## src/rtl/updn_cnt_pkg.sv

```systemverilog
package updn_cnt_pkg;

   typedef enum logic [1:0] {
      DIR_NONE = 2'd0,
      DIR_UP   = 2'd1,
      DIR_DN   = 2'd2
   } step_dir_e;

   function automatic step_dir_e pick_dir(input logic up_lvl, input logic dn_lvl);
      if (!up_lvl && dn_lvl)
         return DIR_UP;
      else if (up_lvl && !dn_lvl)
         return DIR_DN;
      else
         return DIR_NONE;
   endfunction

endpackage

```

## src/rtl/updn_cnt_sync.sv

```systemverilog
module updn_cnt_sync #(
   parameter int unsigned     W       = 8,
   parameter int unsigned     STAGES  = 2,
   parameter logic [W-1:0]    RST_VAL = '0
) (
   input  logic         clk,
   input  logic         rst_n,
   input  logic [W-1:0] d,
   output logic [W-1:0] q
);

   generate
      if (STAGES < 2) begin : g_bad_stages
         $error("updn_cnt_sync: STAGES must be at least 2");
      end
      if (W < 1) begin : g_bad_width
         $error("updn_cnt_sync: W must be at least 1");
      end

      for (genvar b = 0; b < W; b++) begin : g_bit
         logic [STAGES-1:0] chain;

         always_ff @(posedge clk or negedge rst_n) begin
            if (!rst_n)
               chain <= {STAGES{RST_VAL[b]}};
            else
               chain <= {chain[STAGES-2:0], d[b]};
         end

         assign q[b] = chain[STAGES-1];
      end
   endgenerate

endmodule

```

## src/rtl/updn_cnt_strobe.sv

```systemverilog
module updn_cnt_strobe
   import updn_cnt_pkg::*;
(
   input  logic clk,
   input  logic rst_n,
   input  logic up_s,
   input  logic dn_s,
   output logic step_up,
   output logic step_dn
);

   logic      strb;
   logic      strb_q;
   logic      strb_fall;
   logic      strb_rise;
   step_dir_e dir_q;

   // combined strobe: low whenever either count input is low
   assign strb      = up_s & dn_s;
   assign strb_fall = strb_q & ~strb;
   assign strb_rise = ~strb_q & strb;

   always_ff @(posedge clk or negedge rst_n) begin
      if (!rst_n) begin
         strb_q <= 1'b1;
         dir_q  <= DIR_NONE;
      end else begin
         strb_q <= strb;
         if (strb_fall)
            dir_q <= pick_dir(up_s, dn_s);
         else if (!up_s && !dn_s)
            dir_q <= DIR_NONE;   // both low spoils the pending step
      end
   end

   assign step_up = strb_rise && (dir_q == DIR_UP);
   assign step_dn = strb_rise && (dir_q == DIR_DN);

endmodule

```

## src/rtl/updn_cnt_reg.sv

```systemverilog
module updn_cnt_reg #(
   parameter int unsigned CNT_W = 4
) (
   input  logic             clk,
   input  logic             rst_n,
   input  logic             clr,
   input  logic             load,
   input  logic [CNT_W-1:0] din,
   input  logic             step_up,
   input  logic             step_dn,
   output logic [CNT_W-1:0] count
);

   localparam logic [CNT_W-1:0] ONE = CNT_W'(1);

   // sole writer of the count; clear > load > step
   always_ff @(posedge clk or negedge rst_n) begin
      if (!rst_n)
         count <= '0;
      else if (clr)
         count <= '0;
      else if (load)
         count <= din;
      else if (step_up)
         count <= count + ONE;
      else if (step_dn)
         count <= count - ONE;
   end

endmodule

```

## src/rtl/updn_strobe_counter.sv

```systemverilog
module updn_strobe_counter #(
   parameter int unsigned CNT_W       = 4,
   parameter int unsigned SYNC_STAGES = 2
) (
   input  logic             clk,
   input  logic             rst_n,
   input  logic             up_n,
   input  logic             dn_n,
   input  logic             clr,
   input  logic             load_n,
   input  logic [CNT_W-1:0] din,
   output logic [CNT_W-1:0] count,
   output logic             carry_n,
   output logic             borrow_n
);

   localparam int unsigned      SYN_W   = CNT_W + 4;
   localparam logic [CNT_W-1:0] CNT_MAX = {CNT_W{1'b1}};
   // sync vector layout: {din, load_n, clr, dn_n, up_n}; idle levels on reset
   localparam logic [SYN_W-1:0] SYN_RST = {{CNT_W{1'b0}}, 1'b1, 1'b0, 1'b1, 1'b1};

   generate
      if (CNT_W < 1) begin : g_bad_cnt_w
         $error("updn_strobe_counter: CNT_W must be at least 1");
      end
      if (SYNC_STAGES < 2) begin : g_bad_sync
         $error("updn_strobe_counter: SYNC_STAGES must be at least 2");
      end
   endgenerate

   logic [SYN_W-1:0] raw_vec;
   logic [SYN_W-1:0] syn_vec;
   logic             up_s;
   logic             dn_s;
   logic             clr_s;
   logic             load_s;
   logic [CNT_W-1:0] din_s;
   logic             step_up;
   logic             step_dn;

   assign raw_vec = {din, load_n, clr, dn_n, up_n};

   updn_cnt_sync #(
      .W       (SYN_W),
      .STAGES  (SYNC_STAGES),
      .RST_VAL (SYN_RST)
   ) u_sync (
      .clk   (clk),
      .rst_n (rst_n),
      .d     (raw_vec),
      .q     (syn_vec)
   );

   assign up_s   = syn_vec[0];
   assign dn_s   = syn_vec[1];
   assign clr_s  = syn_vec[2];
   assign load_s = ~syn_vec[3];
   assign din_s  = syn_vec[SYN_W-1:4];

   updn_cnt_strobe u_strobe (
      .clk     (clk),
      .rst_n   (rst_n),
      .up_s    (up_s),
      .dn_s    (dn_s),
      .step_up (step_up),
      .step_dn (step_dn)
   );

   updn_cnt_reg #(
      .CNT_W (CNT_W)
   ) u_reg (
      .clk     (clk),
      .rst_n   (rst_n),
      .clr     (clr_s),
      .load    (load_s),
      .din     (din_s),
      .step_up (step_up),
      .step_dn (step_dn),
      .count   (count)
   );

   assign carry_n  = ~((count == CNT_MAX) & ~up_s);
   assign borrow_n = ~((count == '0) & ~dn_s);

endmodule

```

## config.mk

```make
export PLATFORM = sky130hd
export DESIGN_NAME = updn_strobe_counter
export DESIGN_NICKNAME = d
export VERILOG_FILES = /design/src/rtl/updn_cnt_pkg.sv /design/src/rtl/updn_cnt_sync.sv /design/src/rtl/updn_cnt_strobe.sv /design/src/rtl/updn_cnt_reg.sv /design/src/rtl/updn_strobe_counter.sv
export SDC_FILE = /design/constraint.sdc
export NUM_CORES = 1
export LEC_CHECK = 0
export CAP_MARGIN = 20
export CORE_MARGIN = 2
export CORE_UTILIZATION = 40
export DETAILED_ROUTE_END_ITERATION = 6
export DONT_BUFFER_PORTS = 1
export HOLD_SLACK_MARGIN = 0.06
export RECOVER_POWER = 25
export REMOVE_ABC_BUFFERS = 1
export SYNTH_ARGS = -nofsm -noshare
export SYNTH_HDL_FRONTEND = slang
export SYNTH_SLANG_ARGS = --single-unit
```

## constraint.sdc

```tcl
create_clock -name clk -period 4.82 [get_ports clk]
set_clock_uncertainty 0.2 [all_clocks]
set_input_delay 0.964 -clock clk [delete_from_list [all_inputs] [get_ports clk]]
set_output_delay 0.964 -clock clk [all_outputs]
set_load 0.1 [all_outputs]
```

==> metrics, run 1 <==
number of violations reported at the end of detailed-routing iteration 0=6; Post-DRT Antenna Nets=0; CTS max path bufs=2; average footprint of a synthesized cell=12.78 µm²; critical path data arrival time=around 2.2 ns; fin crit period=roughly 3.4 ns; number of placed I/O pins=16; share of the synthesized area in compound gates (AO/OA/AOI/OAI)=a little under a tenth; quantity of I/O buffers inserted on ports=0; post-synthesis simple-gate area fraction=~15%; Synth Area in XOR/XNOR=2.937%; proportion of netlist area held by the largest area contributor=44.76%; WL/cell=13.10 µm; main combinational cell family by area after synthesis=simple AND/OR/NAND/NOR gates; width of the die=a little over 50 µm; buffers inserted during post-CTS setup optimization=0; number of search-and-repair iterations in the first detailed-routing pass=4; smallest hold slack=between 0.1 and 0.15 ns; final-report hold violation count=0; post-route fraction of the period consumed by the critical path=70.23%; CTS H-tree lvls=1; hold buffers post-CTS=0; total via count after detailed routing=~520; main area contributors after synthesis=dfrtp_1 (45%), dfstp_2 (21%), nand2_1 (2.9%); mux share of post-synthesis cell area=1.119%; number of flip-flops and latches in the synthesized netlist=23; final number of setup-violating endpoints=0; prevailing post-synth register cell=dfrtp_1; number of remaining DRC errors=0; asr flop ratio synth=100.0%; depth of the worst register-to-register path=7; count of cell types in the netlist=30; class of the tightest hold or removal check=in2async; initial core utilization=around 41%; worst-case vdd ir drop=around 200 µV; share of cells above drive strength 1=18.67%; clock input transition at the sequential cells of the worst setup and hold paths=around 0.12 ns; most numerous cell in the Yosys netlist=dfrtp_1; count of standard-cell rows=17; Req. time, crit path=3.66 ns; summed instance area of the synthesized netlist=~890 µm²; NumNets Final=89; sequential area share after synthesis=approximately 65%; transition time of the tightest slew-check pin=approximately 1.1 ns; CP max stage cell=dfrtp_1; leakage power summed over all cells=slightly above 0.0004 µW; peak clock frequency supported by timing=a little under 0.3 GHz; Ant. Diodes=0; dpl hpwl=~970 µm; weighted congestion at the end of routability-driven global placement=between 0.8 and 0.9; sum of routed wire length over all layers=around 1300 µm; endpoint type of the worst setup path=output port; Syn-to-layout area delta=8.252%; capture instance of the worst register-to-register path=u_reg.count[2]$_DFFE_PN0P_; crit-path max cell delay=1.07 ns; outcome=finished clean; Total Neg Setup Slack=0 ns; post-CTS sizing=0; Post-Synth Adder-Cell Area=about 5%; worst path buffer plus inverter count=0; CTS root buffer=clkbuf_4; yosys warns=0; Mapped Cells=70; vias in the first global route=just over 500; Final Max Tran Viols=0; clock tree from TritonCTS=built; worst reg2reg setup slack=roughly 2.4 ns; setup repair after global routing missed its margin=false; kind of cell adding the most delay to the critical path=flip-flops; EDFF count, synth=0; worst relative slew slack=around 29%; die footprint=0.002631 mm²; worst-path cell chain=nor3_1 -> nand2_1; global-route wire length before repair=around 2300 µm; dominant cell type by area after synthesis=dfrtp_1; ratio of routed vias to standard cells=about 5.0; clock network latency to the later pin of the worst-skew pair=~0.30 ns; global-route congestion overflow total=0; worst-path maximum fanout=6; list of most frequent post-synthesis cells=dfrtp_1 (16), dfstp_2 (7), nand2_1 (7); max-cap check violation count=0; number of CTS-inserted buffers=3; initial antenna violation count=0; # clock sinks=23; area of the placeable core=between 0.002 and 0.0025 mm²; floorplan die height=approximately 51 µm; critical path start-end classification=reg2out; pin count of the biggest net entering global routing=24; worst reg2reg path startpoint=u_strobe.strb_q$_DFF_PN1_; Power per Cell Area=~370 mW/mm²; Worst Setup Start Kind=flop; global routing usage summed across all routing layers=about an eighth
==> layer usage <==
layer	vias up	share of wire, %	GRT usage, %
li1	256	-	-
met1	248	48	16.35
met2	12	46	17.97
met3	2	4.9	1.754
met4	0	1.3	7.895
met5	-	0	0
==> metrics by stage <==
stage | setup WS (ns) | cell area, µm² | total power, µW | cells | util [%]
after floorplan | 1.467 | 890.9 | 267.6 | 69 | -
after global placement | 1.776 | 940.9 | 275.1 | 99 | 43.37
after detailed placement | 1.760 | 940.9 | 276.4 | 99 | 43.37
after CTS | 1.405 | 968.4 | 364.8 | 103 | 44.64
after global routing | 1.369 | 968.4 | 376.4 | 103 | 44.64
final | 1.435 | 968.4 | 357.2 | 103 | 44.64
==> power by group <==
group / switching (µW) / internal [µW]
clock network: 53.8 / 30.9
logic: 25.4 / 14.6
registers: 25.4 / 207
==> worst max path at each step <==
| stage | slack (ns) | from | end | depth (start not counted) |
|---|---|---|---|---|
| after floorplan | 1.47 | u_reg.count[0]$_DFFE_PN0P_ | carry_n | 1 |
| after global placement | 1.78 | u_reg.count[0]$_DFFE_PN0P_ | borrow_n | 2 |
| after detailed placement | 1.76 | u_reg.count[0]$_DFFE_PN0P_ | borrow_n | 2 |
| after CTS | 1.41 | u_reg.count[0]$_DFFE_PN0P_ | borrow_n | 2 |
| after global routing | 1.37 | u_reg.count[0]$_DFFE_PN0P_ | borrow_n | 2 |
| final | 1.43 | u_reg.count[0]$_DFFE_PN0P_ | borrow_n | 2 |
==> cell families after synthesis <==
group	after synthesis
flops	23
buf+inv	3
simple gates	24
xor+xnor	3
mux	1
compound gates	13
fa+ha+maj	3
==> final cells by class <==
| type | count | area, µm² |
|---|---|---|
| repair buffers | 2 | 15.01 |
| well taps | 28 | 35.03 |
| inverters | 2 | 7.507 |
| clock inverters | 1 | 5.005 |
| flip-flops and latches | 23 | 584.3 |
| multi-input cells | 44 | 299.0 |
| fillers | 215 | 1201 |
| clock buffers | 3 | 22.52 |
==> flip-flops by register name, indices dropped and copies added, names as in the netlist <==
signal              count
u_strobe.dir_q          2
u_sync.g_bit.chain     16
u_reg.count             4
u_strobe.strb_q         1
==> layout by cell type, fill, tap and decap left out, types with 3 or more instances in the layout <==
cell / instances
a21oi_1: 3
clkbuf_4: 3
dfrtp_1: 16
dfstp_2: 7
nand2_1: 7
nor2_1: 3
nor2b_1: 3
o21ai_0: 3
Power figures use the tool's default switching activity.
==> run 2, diff against run 1 <==
Clock period 4.82 ns to 3.25 ns, I/O delays scaled along.
==> run 2 against run 1 <==
Effect of this change:
- count of clock-buffer cells in the layout is the same
- sequential power grew 39%
- die area is the same
- via count grew 3.7%
- worst setup slack lost 0.57 ns
- wire length shrank 3.3%
- critical path type is now reg2reg
- largest power group unchanged
==> metrics, run 2 (same netlist as run 1, synthesis figures left out) <==
commonest cells after routing, fill and taps aside=dfrtp_1 (16), nand2_1 (7), dfstp_2 (7), buf_4 (6) (was dfrtp_1 (16), nand2_1 (7), dfstp_2 (7)); max FFs per register=16 (unchanged); fin crit period=between 2 and 2.5 ns; capture instance of the worst register-to-register path=u_reg.count[2]$_DFFE_PN0P_ (unchanged); initial antenna violation count=0 (unchanged); setup repair after global routing missed its margin=false (unchanged); clock input transition at the sequential cells of the worst setup and hold paths=0.12 ns (about the same); Post-DRT Antenna Nets=0 (unchanged); global-route congestion overflow total=0 (unchanged); worst relative slew slack=75.76% (was 28.89%); global-route wire length before repair=2304 µm (was 2277 µm); number of violations reported at the end of detailed-routing iteration 0=9 (was 6); WL/cell=11.96 µm (was 13.10 µm); max-cap check violation count=0 (unchanged); ratio of routed vias to standard cells=4.927 (was 5.029); biggest regs=u_sync.g_bit.chain: 16 flops, u_reg.count: 4 flops, u_strobe.dir_q: 2 flops (unchanged); Worst setup endpoint=u_reg.count[2]$_DFFE_PN0P_ (was borrow_n); CTS max path bufs=2 (unchanged); number of logic stages on the critical path including buffering=7 (was 2); Met1 Routed Length=651 µm (unchanged); Filler cells=202 (was 215); weighted congestion at the end of routability-driven global placement=0.8697 (was 0.8111); width of the die=51.29 µm (unchanged); die footprint=0.002631 mm² (unchanged); crit path launch=u_strobe.dir_q[1]$_DFFE_PN0P_ (was u_reg.count[0]$_DFFE_PN0P_); Req. time, crit path=3.25 ns (was 3.66 ns); critical path start-end classification=reg2reg (was reg2out); CP max stage cell=dfrtp_1 (unchanged); worst-case vdd ir drop=367.3 µV (was 204.1 µV); number of remaining DRC errors=0 (unchanged); count of cells along the worst hold path=0; class of the tightest hold or removal check=in2reg (was in2async); worst reg2reg path startpoint=u_strobe.dir_q[1]$_DFFE_PN0P_ (was u_strobe.strb_q$_DFF_PN1_); Final Max Tran Viols=0 (unchanged); metal3 WL=70 µm (was 66 µm); clock network latency to the later pin of the worst-skew pair=0.30 ns (about the same); leakage power summed over all cells=0.0004329 µW (was 0.0004027 µW); post-route fraction of the period consumed by the critical path=around 73%; Total Neg Setup Slack=0 ns (unchanged); number of CTS-inserted buffers=3 (unchanged); Syn-to-layout area delta=13.99% (was 8.252%); Worst Setup Start Kind=flop (unchanged); Reg with most FFs=u_sync.g_bit.chain (unchanged); area of the placeable core=0.002170 mm² (unchanged); # clock sinks=23 (unchanged); worst-path maximum fanout=4 (was 6); NumNets Final=95 (was 89); final-report hold violation count=0 (unchanged); final worst-path setup slack=0.8689 ns (was 1.435 ns); worst path buffer plus inverter count=0 (unchanged); floorplan die height=51.29 µm (unchanged); CTS H-tree lvls=1 (unchanged); global routing usage summed across all routing layers=12.19% (was 12.06%); most common library cell in the layout ignoring fill and taps=dfrtp_1 (unchanged); depth of the worst register-to-register path=7 (unchanged); worst reg2reg setup slack=0.87 ns (was 2.42 ns); number of placed I/O pins=16 (unchanged); total design power=541.5 µW (was 357.2 µW); count of standard-cell rows=17 (unchanged); post-CTS sizing=0 (unchanged); critical path data arrival time=2.38 ns (was 2.22 ns); Power per Cell Area=531.1 mW/mm² (was 368.8 mW/mm²); CTS root buffer=clkbuf_4 (unchanged); kind of cell adding the most delay to the critical path=simple AND/OR/NAND/NOR gates (was flip-flops); pin count of the biggest net entering global routing=24 (unchanged); number of search-and-repair iterations in the first detailed-routing pass=4 (unchanged); sum of routed wire length over all layers=1304 µm (was 1349 µm); crit-path max cell delay=0.43 ns (was 1.07 ns); total via count after detailed routing=537 (was 518); endpoint type of the worst setup path=flop (was output port); dpl hpwl=973.9 µm (was 973.4 µm); clock tree from TritonCTS=built (unchanged); vias in the first global route=513 (was 509); Detail Route met2 WL=565 µm (was 614 µm); outcome=finished clean (unchanged); initial core utilization=41.23% (unchanged); peak clock frequency supported by timing=approximately 0.42 GHz; pre-CTS setup slack=0.8716 ns (was 1.760 ns); quantity of I/O buffers inserted on ports=0 (unchanged); Ant. Diodes=0 (unchanged); final number of setup-violating endpoints=0 (unchanged); max layer used=met4 (unchanged); worst-path cell chain=or3b_1 -> or2_1 -> fa_1 -> xor2_1 -> o41a_1 -> o21ai_1 -> a21oi_1 (was nor3_1 -> nand2_1); share of cells above drive strength 1=23.46% (was 18.67%); transition time of the tightest slew-check pin=0.3616 ns (was 1.067 ns)
## run 2: layout make-up
class	count	area, µm²	share of cell area, %
Sequential cell	23	584.3	57.30
Inverter	2	7.507	0.7362
Tap cell	28	35.03	3.436
Multi-Input combinational cell	44	299.0	29.33
Clock inverter	1	5.005	0.4908
Timing Repair Buffer	8	66.31	6.503
Clock buffer	3	22.52	2.209
## run 2: power breakdown
part / total (µW) / switching (µW) / leakage [µW] / internal, µW
Combinational: 95.8 / 67.1 / 0.000147 / 28.7
Clock: 123 / 77.4 / 0.0000177 / 45.9
Sequential: 323 / 15.0 / 0.000268 / 308
## run 2: timing repair
| item | 4_1_cts | 5_1_grt |
|---|---|---|
| hold buffers | 1 | 0 |
| hold endpoints to repair | 23 | 0 |
| buffers inserted | 0 | 0 |
| endpoints found under the setup margin | 0 | 0 |
## run 2: worst reg2reg max path, cell delays in order, from the launching register on
cell	delay, ns
dfrtp_1	0.43
or3b_1	0.38
or2_1	0.27
fa_1	0.39
xor2_1	0.15
o41a_1	0.30
o21ai_1	0.08
a21oi_1	0.08
## run 2: how the worst min path moves through the flow
stage                                             from                                 end  slack (ns)
global placement    u_sync.g_bit[6].chain[0]$_DFF_PN0_  u_sync.g_bit[6].chain[1]$_DFF_PN0_        0.13
finish                                          load_n  u_sync.g_bit[3].chain[0]$_DFF_PN1_        0.13
CTS                                             load_n  u_sync.g_bit[3].chain[0]$_DFF_PN1_        0.11
global route                                    load_n  u_sync.g_bit[3].chain[0]$_DFF_PN1_        0.09
floorplan           u_sync.g_bit[2].chain[0]$_DFF_PN0_  u_sync.g_bit[2].chain[1]$_DFF_PN0_        0.13
detailed placement  u_sync.g_bit[4].chain[0]$_DFF_PN0_  u_sync.g_bit[4].chain[1]$_DFF_PN0_        0.13
## run 2: routing by layer
layer / track usage, % / up-vias
met2: 17.53 / 16
met3: 2.924 / 2
li1: - / 267
met4: 9.211 / 0
met5: 0 / -
met1: 15.86 / 252
## run 2: through the flow
step / hold slack [ns] / utilization, % / cell area (µm²) / instances
floorplan: 0.1312 / - / 890.9 / 69
global route: 0.09091 / 47.00 / 1020 / 109
detailed placement: 0.1347 / 44.75 / 970.9 / 103
CTS: 0.1123 / 46.48 / 1008 / 108
finish: 0.1290 / 47.00 / 1020 / 109
global placement: 0.1324 / 44.75 / 970.9 / 103
